## src/rtl/errlatch_pkg.sv

```systemverilog
package errlatch_pkg;
  localparam int DEF_ERR_W  = 8;
  localparam int DEF_DATA_W = 32;

  typedef struct packed {
    logic move;   // two-stage write: accumulator -> latch, then clear
    logic rdclr;  // legacy read: return accumulator and clear it
    logic rd;     // any selected read
  } acc_ctl_t;
endpackage

```

## src/rtl/err_bus_decode.sv

```systemverilog
module err_bus_decode
  import errlatch_pkg::*;
(
  input  logic     sel,
  input  logic     wr_en,
  input  logic     rd_en,
  input  logic     legacy_mode,
  output acc_ctl_t ctl
);
  always_comb begin
    ctl.move  = sel & wr_en & ~legacy_mode;
    ctl.rdclr = sel & rd_en & legacy_mode;
    ctl.rd    = sel & rd_en;
  end
endmodule

```

## src/rtl/err_accum.sv

```systemverilog
module err_accum
  import errlatch_pkg::*;
#(
  parameter int ERR_W = DEF_ERR_W
) (
  input  logic             clk,
  input  logic             rst,
  input  acc_ctl_t         ctl,
  input  logic [ERR_W-1:0] err_pulse,
  output logic [ERR_W-1:0] acc_q
);
  logic clear_now;
  assign clear_now = ctl.move | ctl.rdclr;

  for (genvar b = 0; b < ERR_W; b++) begin : g_bit
    always_ff @(posedge clk) begin
      if (rst)            acc_q[b] <= 1'b0;
      else if (clear_now) acc_q[b] <= err_pulse[b];
      else                acc_q[b] <= acc_q[b] | err_pulse[b];
    end
  end
endmodule

```

## src/rtl/err_view_latch.sv

```systemverilog
module err_view_latch
  import errlatch_pkg::*;
#(
  parameter int ERR_W  = DEF_ERR_W,
  parameter int DATA_W = DEF_DATA_W
) (
  input  logic              clk,
  input  logic              rst,
  input  acc_ctl_t          ctl,
  input  logic              legacy_mode,
  input  logic [ERR_W-1:0]  acc_q,
  output logic [ERR_W-1:0]  latch_q,
  output logic [DATA_W-1:0] rdata
);
  localparam int PAD_W = DATA_W - ERR_W;

  logic [ERR_W-1:0] rd_src;
  assign rd_src = legacy_mode ? acc_q : latch_q;

  always_ff @(posedge clk) begin
    if (rst)           latch_q <= '0;
    else if (ctl.move) latch_q <= acc_q;
  end

  always_ff @(posedge clk) begin
    if (rst)         rdata <= '0;
    else if (ctl.rd) rdata <= {{PAD_W{1'b0}}, rd_src};
  end
endmodule

```

## src/rtl/err_irq_gen.sv

```systemverilog
module err_irq_gen #(
  parameter int ERR_W = 8
) (
  input  logic             clk,
  input  logic             rst,
  input  logic             irq_en,
  input  logic [ERR_W-1:0] acc_q,
  output logic             irq
);
  always_ff @(posedge clk) begin
    if (rst) irq <= 1'b0;
    else     irq <= irq_en & (|acc_q);
  end
endmodule

```

## src/rtl/err_status_reg.sv

```systemverilog
module err_status_reg
  import errlatch_pkg::*;
#(
  parameter int ERR_W  = DEF_ERR_W,
  parameter int DATA_W = DEF_DATA_W
) (
  input  logic              clk,
  input  logic              rst,
  input  logic              sel,
  input  logic              wr_en,
  input  logic              rd_en,
  output logic [DATA_W-1:0] rdata,
  input  logic [ERR_W-1:0]  err_pulse,
  input  logic              irq_en,
  input  logic              legacy_mode,
  output logic              irq
);
  acc_ctl_t         ctl;
  logic [ERR_W-1:0] acc_q;
  logic [ERR_W-1:0] latch_q;

  err_bus_decode u_dec (
    .sel(sel), .wr_en(wr_en), .rd_en(rd_en),
    .legacy_mode(legacy_mode), .ctl(ctl)
  );

  err_accum #(.ERR_W(ERR_W)) u_acc (
    .clk(clk), .rst(rst), .ctl(ctl), .err_pulse(err_pulse), .acc_q(acc_q)
  );

  err_view_latch #(.ERR_W(ERR_W), .DATA_W(DATA_W)) u_view (
    .clk(clk), .rst(rst), .ctl(ctl), .legacy_mode(legacy_mode),
    .acc_q(acc_q), .latch_q(latch_q), .rdata(rdata)
  );

  err_irq_gen #(.ERR_W(ERR_W)) u_irq (
    .clk(clk), .rst(rst), .irq_en(irq_en), .acc_q(acc_q), .irq(irq)
  );
endmodule

```

## config.mk

```make
export PLATFORM = sky130hd
export DESIGN_NAME = err_status_reg
export DESIGN_NICKNAME = d
export VERILOG_FILES = /design/src/rtl/errlatch_pkg.sv /design/src/rtl/err_bus_decode.sv /design/src/rtl/err_accum.sv /design/src/rtl/err_view_latch.sv /design/src/rtl/err_irq_gen.sv /design/src/rtl/err_status_reg.sv
export SDC_FILE = /design/constraint.sdc
export NUM_CORES = 1
export LEC_CHECK = 0
export BUFFER_PORTS_ARGS = -buffer_cell sky130_fd_sc_hd__buf_2
export CAP_MARGIN = 20
export CORE_MARGIN = 8
export CORE_UTILIZATION = 52
export DETAILED_ROUTE_END_ITERATION = 16
export PLACE_DENSITY = 0.84
export SYNTH_ARGS = -nofsm -noshare
export SYNTH_HDL_FRONTEND = slang
export SYNTH_SLANG_ARGS = --single-unit
```

## constraint.sdc

```tcl
create_clock -name clk -period 1.6 [get_ports clk]
set_input_delay 0.32 -clock clk [delete_from_list [all_inputs] [get_ports clk]]
set_output_delay 0.32 -clock clk [all_outputs]
set_load 0.05 [all_outputs]
```

==> metrics.cfg <==
[power_and_ir_drop]
p_per_area_mw_per_mm2 = 982
p_leak_nw = 0.603
vdd_ir_drop_max_v = 0.000555

[worst_setup_path]
required_ns = 1.28
cp_cell_sequence = buf_2
regToRegSetupSlack_ns = 0.74
critPathMaxFanout = 2
critPathTopFamily = flip-flops
crit_buf_inv = 1
arrival_ns = 0.95
cp-start-kind = flip-flop
endpoint_kind = output pin
crit_type = flip-flop to output pin
max_stage_delay_ns = 0.36
worst_path_max_delay_cell = dfxtp_1

[route]
first_pass_iters = 4
wl_mm = 2.55
drc = 0
first_iter_violations = 8
num_vias = 911
wl_per_cell_um = 13.7
ant_nets = 0
viasPerCell = 4.90

[floorplan]
initial_utilization_pct = 53.1
ioPinCount = 48
dieArea_mm2 = 0.00431
fp-row-count = 18
die_w_um = 65.6
die_y_um = 65.6
coreArea_mm2 = 0.00241

[synth]
ys.warnings.count = 0
syn-cell-area_mm2 = 0.00128
netlist_instances = 138
synth_area_per_cell_um2 = 9.28
synth.distinct_cells = 17
ys_ff_latch = 25
ys_seq_area_share_pct = 39.1

[clock_tree]
clk_latency_ns = 0.33
htreeDepth = 1
cts_resized = 0
cts_made_buffers = 3
cts-root-buf = clkbuf_4
hold_buffers = 0
clock-sinks = 25
cts_buffer_depth = 2
cts_tree = built
path_clk_slew_ns = 0.13
post-cts-setup-buffers = 0

[placed_design]
dpl_cell_area_mm2 = 0.00130
place.detailed.hpwl_mm = 1.95
portBuffers = 23
gp_congestion = 0.793

[finish]
fill_cells = 228
area_growth_pct = 3.32
n_antenna_cell = 0
final_cell_area_mm2 = 0.00132
regArea_um2 = 500
final_util_pct = 54.9
drive_gt1_share_pct = 18.6
multiInputGateArea_um2 = 606
nets = 172

[global_routing]
met2_usage_pct = 20.8
grt_remaining_overflow = 0
use_met3_pct = 3.06
antenna_found_initial = 0
grt_pass1_wl_mm = 4.13
grt_max_degree = 34
grt_use_met1_pct = 12.1
grt_pass1_vias = 953
busiest_layer = met2
grt_util_all_layers_pct = 12.1

[sta]
setup_viol = 0
skew_ns = 0.00258
hold_viol_final = 0
final_max_slew_viol_count = 0
fin_setup_tns_ns = 0
post-route-period-util_pct = 79.5
fmax_ghz = 0.786
fin_crit_ns = 1.27
rsz0062_at_grt = false

[worst_hold_path]
hp-class = primary input to flip-flop

[job]
cap_violations = 0

[status]
status = completed

[cells in the mapped netlist]
master / number / area share (%)
clkbuf_1: 3 / 0.88
and3b_2: 1 / 0.78
buf_4: 25 / 15
buf_2: 4 / 1.6
mux2i_1: 16 / 13
nor2_1: 8 / 2.3
mux2_4: 1 / 1.2
buf_6: 1 / 0.88
conb_1: 1 / 0.29
dfxtp_1: 25 / 39
a211oi_1: 8 / 4.7
a21oi_1: 9 / 3.5
nor4_1: 2 / 0.98
and2_1: 1 / 0.49
a311oi_1: 8 / 5.5
nand2b_1: 17 / 8.3
inv_1: 8 / 2.3
[worst paths after layout]
| kind | endpoint | from | depth (start not counted) |
|---|---|---|---|
| hold reg to reg | u_view.latch_q[4]$_SDFFE_PP0P_ | u_view.latch_q[4]$_SDFFE_PP0P_ | 2 |
| setup reg to reg | u_irq.irq$_SDFF_PP0_ | u_acc.acc_q[7]$_SDFF_PP0_ | 2 |
| setup / recovery | rdata[0] | u_view.rdata[0]$_SDFFE_PP0P_ | 1 |
| hold / removal | u_irq.irq$_SDFF_PP0_ | irq_en | 3 |
[sequential cells by signal, indices dropped and copies added, names as in the netlist]
signal / flops
u_acc.acc_q: 8
u_irq.irq: 1
u_view.latch_q: 8
u_view.rdata: 8
[layout make-up]
cell class,count,share of cell area [%]
multi-input cells,95,45.8
clock buffers,4,1.99
flip-flops and latches,25,37.8
inverters,8,2.27
repair buffers,24,9.27
well taps,30,2.84
[metal layers]
| metal | up-vias | routed length, um |
|---|---|---|
| met3 | 7 | 160 |
| met1 | 421 | 1090 |
| met2 | 28 | 1210 |
| met5 | - | 0 |
| met4 | 0 | 87 |
| li1 | 455 | - |
[kinds of logic after synthesis]
family,synth area share (%)
buffers and inverters,20.3
AND/OR/NAND/NOR,12.9
AO/OA/AOI/OAI,13.7
flip-flops,39.1
multiplexers,13.7
other,0.293
[layout by cell type (no fill, tap or decap)]
cell type,instances
and2_1,1
a211oi_1,8
nor2_1,8
clkbuf_1,1
buf_2,23
clkbuf_4,3
and3b_2,1
conb_1,24
mux2_4,1
nor4_1,2
a311oi_1,8
inv_1,8
dfxtp_1,25
buf_4,1
a21oi_1,9
mux2i_1,16
nand2b_1,17
[worst min-delay path, cell delays in order]
cell      delay, ns
buf_2          0.10
nand2b_1       0.06
a21oi_1        0.04
[metrics by stage]
| step | hold slack, ns | instances | worst slack, ns | power (mW) |
|---|---|---|---|---|
| global route | 0.209 | 186 | 0.282 | 1.36 |
| floorplan | 0.448 | 161 | 0.486 | 1.01 |
| global placement | 0.460 | 182 | 0.321 | 1.01 |
| CTS | 0.221 | 186 | 0.318 | 1.30 |
| detailed placement | 0.471 | 182 | 0.236 | 1.02 |
| finish | 0.228 | 186 | 0.328 | 1.30 |
[where the power goes]
part           leakage [nW]  internal [mW]  switching [mW]
combinational         0.382         0.0743           0.252
clock                0.0150         0.0980           0.190
sequential            0.206          0.658          0.0253
total                 0.603          0.830           0.468
(Power assumes the default switching activity.)
